**config.mk**
```make
export PLATFORM = sky130hd
export DESIGN_NAME = dma_chan_regs
export DESIGN_NICKNAME = d
export VERILOG_FILES = /design/src/rtl/dma_chan_pkg.sv /design/src/rtl/dma_step_sel.sv /design/src/rtl/dma_ptr_reg.sv /design/src/rtl/dma_cnt_reg.sv /design/src/rtl/dma_chan_regs.sv
export SDC_FILE = /design/constraint.sdc
export NUM_CORES = 1
export LEC_CHECK = 0
export BUFFER_PORTS_ARGS = -buffer_cell sky130_fd_sc_hd__buf_2
export CAP_MARGIN = 10
export CORE_ASPECT_RATIO = 0.5
export CORE_UTILIZATION = 45
export DETAILED_ROUTE_END_ITERATION = 7
export PLACE_DENSITY = 0.72
export RECOVER_POWER = 25
export SETUP_SLACK_MARGIN = 0.02
export SLEW_MARGIN = 10
export SYNTH_ARGS = -nofsm -noshare
export SYNTH_HDL_FRONTEND = slang
export SYNTH_SLANG_ARGS = --single-unit
export TNS_END_PERCENT = 5
```
**constraint.sdc**
```tcl
create_clock -name clk -period 2.5 [get_ports clk]
set_clock_uncertainty 0.2 [all_clocks]
set_input_delay 0.25 -clock clk [delete_from_list [all_inputs] [get_ports clk]]
set_output_delay 0.25 -clock clk [all_outputs]
set_load 0.05 [all_outputs]
```
**src/rtl/dma_chan_pkg.sv**
```systemverilog
// Shared types and register offsets for the DMA channel register pair.
// Assumes word addressing on the register port.
package dma_chan_pkg;
    typedef enum logic [1:0] {
        SZ_BYTE = 2'b00,
        SZ_HALF = 2'b01,
        SZ_WORD = 2'b10,
        SZ_RSVD = 2'b11
    } xfer_size_e;

    localparam int REG_PTR = 0;
    localparam int REG_CNT = 1;
    localparam int STEP_W  = 3;
endpackage

```
**src/rtl/dma_step_sel.sv**
```systemverilog
// Picks the address step for one channel. The UART variant always steps 1.
// The SPI variant decodes its own 2-bit slot of the packed size bus.
// Assumes SPI_IDX < NUM_SPI.
module dma_step_sel
    import dma_chan_pkg::*;
#(
    parameter int NUM_SPI = 2,
    parameter bit IS_SPI  = 1'b1,
    parameter int SPI_IDX = 1
) (
    input  logic [2*NUM_SPI-1:0] size_bus,
    output logic [STEP_W-1:0]    step
);
    generate
        if (IS_SPI) begin : g_spi
            xfer_size_e code;
            // Select this channel's slot from the packed bus.
            assign code = xfer_size_e'(size_bus[2*SPI_IDX +: 2]);
            // Convert the size code into a byte step.
            always_comb begin
                unique case (code)
                    SZ_HALF: step = STEP_W'(2);
                    SZ_WORD: step = STEP_W'(4);
                    default: step = STEP_W'(1);
                endcase
            end
        end else begin : g_uart
            logic unused_bits;
            // The UART step is fixed, so the size bus is not used.
            assign unused_bits = ^size_bus;
            assign step = STEP_W'(1);
        end
    endgenerate
endmodule

```
**src/rtl/dma_ptr_reg.sv**
```systemverilog
// Memory address register. A load wins over an advance in the same cycle.
// Assumes advance is already qualified by a nonzero count.
module dma_ptr_reg
    import dma_chan_pkg::*;
#(
    parameter int PTR_W = 32
) (
    input  logic              clk,
    input  logic              rst_n,
    input  logic              load,
    input  logic [PTR_W-1:0]  load_val,
    input  logic              adv,
    input  logic [STEP_W-1:0] step,
    output logic [PTR_W-1:0]  ptr
);
    // Hold, load or advance the address each cycle.
    always_ff @(posedge clk) begin
        if (!rst_n)    ptr <= '0;
        else if (load) ptr <= load_val;
        else if (adv)  ptr <= ptr + PTR_W'(step);
    end
endmodule

```
**src/rtl/dma_cnt_reg.sv**
```systemverilog
// Remaining-transfer counter. A load wins over a decrement in the same cycle.
// Does not decrement past zero.
module dma_cnt_reg #(
    parameter int CNT_W = 16
) (
    input  logic             clk,
    input  logic             rst_n,
    input  logic             load,
    input  logic [CNT_W-1:0] load_val,
    input  logic             dec,
    output logic [CNT_W-1:0] cnt,
    output logic             is_zero
);
    // Hold, load or decrement the count each cycle.
    always_ff @(posedge clk) begin
        if (!rst_n)                 cnt <= '0;
        else if (load)              cnt <= load_val;
        else if (dec && cnt != '0)  cnt <= cnt - 1'b1;
    end

    // Flag the exhausted count for the gating logic.
    assign is_zero = (cnt == '0);

    p_dec_one_r5: assert property (@(posedge clk) disable iff (!rst_n)
        (dec && !load && !is_zero) |=> (cnt == $past(cnt) - 1'b1));

    p_zero_holds_r8: assert property (@(posedge clk) disable iff (!rst_n)
        (dec && !load && is_zero) |=> is_zero);
endmodule

```
**src/rtl/dma_chan_regs.sv**
```systemverilog
// One direction of a peripheral DMA channel: address and count registers,
// register access, address step selection and trigger gating.
// Assumes xfer_done is a one-cycle pulse from the sequencer.
module dma_chan_regs
    import dma_chan_pkg::*;
#(
    parameter int DATA_W  = 32,
    parameter int PTR_W   = 32,
    parameter int CNT_W   = 16,
    parameter int ADDR_W  = 2,
    parameter int NUM_SPI = 2,
    parameter bit IS_SPI  = 1'b1,
    parameter int SPI_IDX = 1
) (
    input  logic                 clk,
    input  logic                 rst_n,
    input  logic                 reg_sel,
    input  logic                 reg_wr,
    input  logic [ADDR_W-1:0]    reg_addr,
    input  logic [DATA_W-1:0]    reg_wdata,
    output logic [DATA_W-1:0]    reg_rdata,
    input  logic [2*NUM_SPI-1:0] spi_size_bus,
    input  logic                 periph_rdy,
    input  logic                 xfer_done,
    output logic                 trig_out,
    output logic                 end_flag
);
    localparam logic [ADDR_W-1:0] A_PTR = ADDR_W'(REG_PTR);
    localparam logic [ADDR_W-1:0] A_CNT = ADDR_W'(REG_CNT);

    logic              wr_ptr, wr_cnt, cnt_zero, advance;
    logic [STEP_W-1:0] step;
    logic [PTR_W-1:0]  ptr;
    logic [CNT_W-1:0]  cnt;

    // Decode software writes to each register.
    assign wr_ptr  = reg_sel && reg_wr && (reg_addr == A_PTR);
    assign wr_cnt  = reg_sel && reg_wr && (reg_addr == A_CNT);
    // A completion counts only while transfers remain.
    assign advance = xfer_done && !cnt_zero;

    dma_step_sel #(.NUM_SPI(NUM_SPI), .IS_SPI(IS_SPI), .SPI_IDX(SPI_IDX)) u_step (
        .size_bus (spi_size_bus),
        .step     (step)
    );

    dma_ptr_reg #(.PTR_W(PTR_W)) u_ptr (
        .clk      (clk),
        .rst_n    (rst_n),
        .load     (wr_ptr),
        .load_val (reg_wdata[PTR_W-1:0]),
        .adv      (advance),
        .step     (step),
        .ptr      (ptr)
    );

    dma_cnt_reg #(.CNT_W(CNT_W)) u_cnt (
        .clk      (clk),
        .rst_n    (rst_n),
        .load     (wr_cnt),
        .load_val (reg_wdata[CNT_W-1:0]),
        .dec      (xfer_done),
        .cnt      (cnt),
        .is_zero  (cnt_zero)
    );

    // Gate the peripheral trigger and raise the end flag once the count runs out.
    assign trig_out = periph_rdy && !cnt_zero;
    assign end_flag = cnt_zero;

    // Return the selected register, zero-extended, or zero.
    always_comb begin
        reg_rdata = '0;
        if (reg_sel) begin
            if (reg_addr == A_PTR)      reg_rdata[PTR_W-1:0] = ptr;
            else if (reg_addr == A_CNT) reg_rdata[CNT_W-1:0] = cnt;
        end
    end

    p_ptr_step_r3: assert property (@(posedge clk) disable iff (!rst_n)
        (xfer_done && !wr_ptr && cnt != '0) |=> (ptr == $past(ptr) + PTR_W'($past(step))));

    p_trig_gate_r6: assert property (@(posedge clk) disable iff (!rst_n)
        (cnt == '0) |-> !trig_out);

    p_end_rise_r7: assert property (@(posedge clk) disable iff (!rst_n)
        (xfer_done && !wr_cnt && cnt == CNT_W'(1)) |=> end_flag);

    p_ptr_prio_r9: assert property (@(posedge clk) disable iff (!rst_n)
        wr_ptr |=> (ptr == $past(reg_wdata[PTR_W-1:0])));

    p_cnt_prio_r10: assert property (@(posedge clk) disable iff (!rst_n)
        wr_cnt |=> (cnt == $past(reg_wdata[CNT_W-1:0])));

    p_zero_ptr_hold_r8: assert property (@(posedge clk) disable iff (!rst_n)
        (xfer_done && !wr_ptr && cnt == '0) |=> $stable(ptr));
endmodule

```
==> metrics <==
worst hold start reg_wdata[2]; max_slew headroom 49.7%; Max stage delay on crit path 0.47 ns; MaxCap Viol Count 0; cell area after layout 3910 um^2; clock buffer count from CTS 5; top-count cell post-synth o21ai_0; worst-skew pair later-pin latency 0.30 ns; critical path data arrival time 1.96 ns; FF/Latch Area 963 um^2; post-synth top area cell dfxtp_1; CTS tree yes; fin. max-slew vios 0; Post-Syn Area 3140 um^2; DR WL/cell 15.7 um; DIE AREA 7350 um^2; Die Span X 120 um; Seq/Total Area, Yosys 30.6%; outcome finished, final reports clean; Final nets 528; I/O pin cnt 78; final WL 8.92 mm; crit path cell chain inv_2 -> ha_2 -> or4b_4 -> buf_4 -> nor4_4 -> buf_6; CP Launch Type flop; synthesized net count 449; Leakage 1.50 nW; area of the multi-input gates 2110 um^2; clk slew on worst S/H paths 0.07 ns; DR pass1 iterations 5; Fin. Hold Viols 0; GPL Wtd Cong 0.851; top cell type's share of synthesized area 30.6%; Via density 5.76; Clock H-tree levels 2; placed wire-length estimate 6.23 mm; worst slew pin tran 0.754 ns; core area 6730 um^2; Setup CP Type flop to output port; CTS Buffer Depth 2; synthesized area per cell 7.92 um^2; post-synthesis register bit count 48; CTS Sinks 48; Crit. End Element output port; reg2reg start u_ptr.ptr[2]$_SDFFE_PN0P_; setup TNS 0 ns; initial antenna violation count 0; FF-to-FF End u_ptr.ptr[31]$_SDFFE_PN0P_; commonest cells in the netlist o21ai_0 (49), dfxtp_1 (48), nor2_1 (28), a21oi_1 (27), mux2i_1 (21); largest net degree at the start of global routing 65; height of the die 61.1 um; Hold Crit Depth 3; number of synthesized flops with an enable pin 0; Synth area leaders dfxtp_1 (31%), o21ai_0 (7.8%), mux2i_1 (6.7%); Area after DPL 3710 um^2; worst path required time 2.05 ns; Final Critical Period 2.41 ns; layout cell share with drive strength beyond 1 21.8%; Routed Antenna Nets 0; Starting DRT DRC Count 205; power per standard cell area 861 nW/um^2; number of port buffers 75; Synth cell types 43; initial core utilization 46.7%; clk root buf clkbuf_16; period utilization 96.2%; number of global-route vias before repair 2785; Max FO, Critical Path 3; Fmax 0.416 GHz; fillcell total 685; drt drc 0; Synth Instances 397; R2R Setup Slk 0.11 ns; dpl cells 559; synth warn 0; worst vdd ir 0.378 mV; # rows 21; vias 3275; wire length of the first global-routing pass 13.9 mm; endpoints failing setup 0; ant diodes 0; reg2reg path depth 6; RSZ-0062 raised after global routing no; Hold Path Class primary input to flop; Layout Cells excl Fill 569; global-route usage over all layers 24.8%; total grt overflow 0; Synth async-reset ratio 0%; Worst Hold Endpoint u_ptr.ptr[2]$_SDFFE_PN0P_; Critical Path Slowest Stage Cell or4b_4; Layout area overhead 24.3%; Main synth FF type dfxtp_1
==> cells by family (layout without fill, tap and decap cells) <==
group | Yosys count | count (layout) | synth area share, %
AOI/OAI and AO/OA | 113 | 113 | 20.2
buffers and inverters | 32 | 111 | 4.14
adders and majority gates | 8 | 8 | 3.42
xor gates and xnor gates | 24 | 24 | 6.69
DFF | 48 | 48 | 30.6
and+or+nand+nor | 150 | 151 | 27.9
muxes | 22 | 22 | 7.04
==> per-layer routing <==
| metal | GRT usage, % | wire length (um) | vias to the layer above | share of wire, % |
|---|---|---|---|---|
| li1 | - | - | 1632 | - |
| met1 | 33.1 | 4290 | 1532 | 48 |
| met2 | 41.4 | 4020 | 96 | 45 |
| met3 | 4.07 | 459 | 15 | 5.1 |
| met4 | 9.52 | 152 | 0 | 1.7 |
| met5 | 0 | 0 | - | 0 |
==> sequential cells by signal, indices dropped and copies added (netlist names) <==
register   count
u_ptr.ptr     32
u_cnt.cnt     16
==> power breakdown <==
part / internal [W] / total [W] / switching (W) / leakage (nW)
combinational: 0.000649 / 0.00148 / 0.000829 / 1.02
clock: 0.000471 / 0.000784 / 0.000312 / 0.0808
sequential: 0.000904 / 0.00110 / 0.000200 / 0.393
total: 0.00202 / 0.00337 / 0.00134 / 1.50
==> final cells by class <==
type / instances / share of cell area (%)
clock buffers: 6 / 3.30
clock inverters: 2 / 0.897
inverters: 7 / 0.672
multi-input cells: 318 / 54.1
flip-flops and latches: 48 / 24.7
well taps: 92 / 2.95
repair buffers: 96 / 13.4
==> cell usage in the layout, fill, tap and decap left out, types with 5 or more instances in the layout <==
cell,netlist,routed
mux2i_1,21,21
inv_1,7,5
clkbuf_1,20,21
nand4_1,8,8
nor3_1,9,8
clkbuf_16,0,5
or4_1,13,13
buf_4,0,19
o31ai_1,10,10
buf_2,2,55
and2_1,20,20
a211oi_1,5,5
or3_1,9,9
nand2_1,18,17
xor2_1,17,17
a21oi_1,27,27
nand3_1,16,16
a31oi_1,17,17
o21ai_0,49,49
xnor2_1,7,7
nor2_1,28,28
dfxtp_1,48,46
nor4_1,6,5
==> per-stage QoR <==
stage,hold slack [ns],utilization [%],setup WS (ns),power (W)
finish,0.0185,58.1,0.0946,0.00337
global route,0.0149,58.1,0.0210,0.00355
CTS,0.0154,57.8,0.0221,0.00333
detailed placement,0.290,55.2,-0.239,0.00250
global placement,0.285,55.2,-0.191,0.00248
floorplan,0.200,-,0.00109,0.00211
==> repair_timing <==
item	4_1_cts	5_1_grt
cloned	0	1
gates resized for setup	7	5
setup buffers	0	1
endpoints found under the setup margin	1	18
hold buffers	0	0
pin swaps	2	3
==> worst max-delay path, delay by kind of cell (launching register included) <==
family | cells | cell delay [ns]
adders and majority gates | 1 | 0.21
and+or+nand+nor | 2 | 0.66
DFF | 1 | 0.34
buffers and inverters | 3 | 0.45
==> worst max path at each step <==
stage	slack [ns]	to	cells after the start	startpoint
2_1_floorplan	0.001	u_ptr.ptr[13]$_SDFFE_PN0P_	9	spi_size_bus[2]
3_3_place_gp	-0.19	u_ptr.ptr[31]$_SDFFE_PN0P_	9	spi_size_bus[2]
3_5_place_dp	-0.24	u_ptr.ptr[30]$_SDFFE_PN0P_	11	spi_size_bus[2]
4_1_cts	0.02	u_ptr.ptr[31]$_SDFFE_PN0P_	6	u_ptr.ptr[2]$_SDFFE_PN0P_
5_1_grt	0.02	u_cnt.cnt[9]$_SDFFE_PN0P_	7	u_cnt.cnt[0]$_SDFFE_PN0P_
6_report	0.09	end_flag	6	u_cnt.cnt[0]$_SDFFE_PN0P_
No activity file was read; power rests on OpenSTA's default activity.
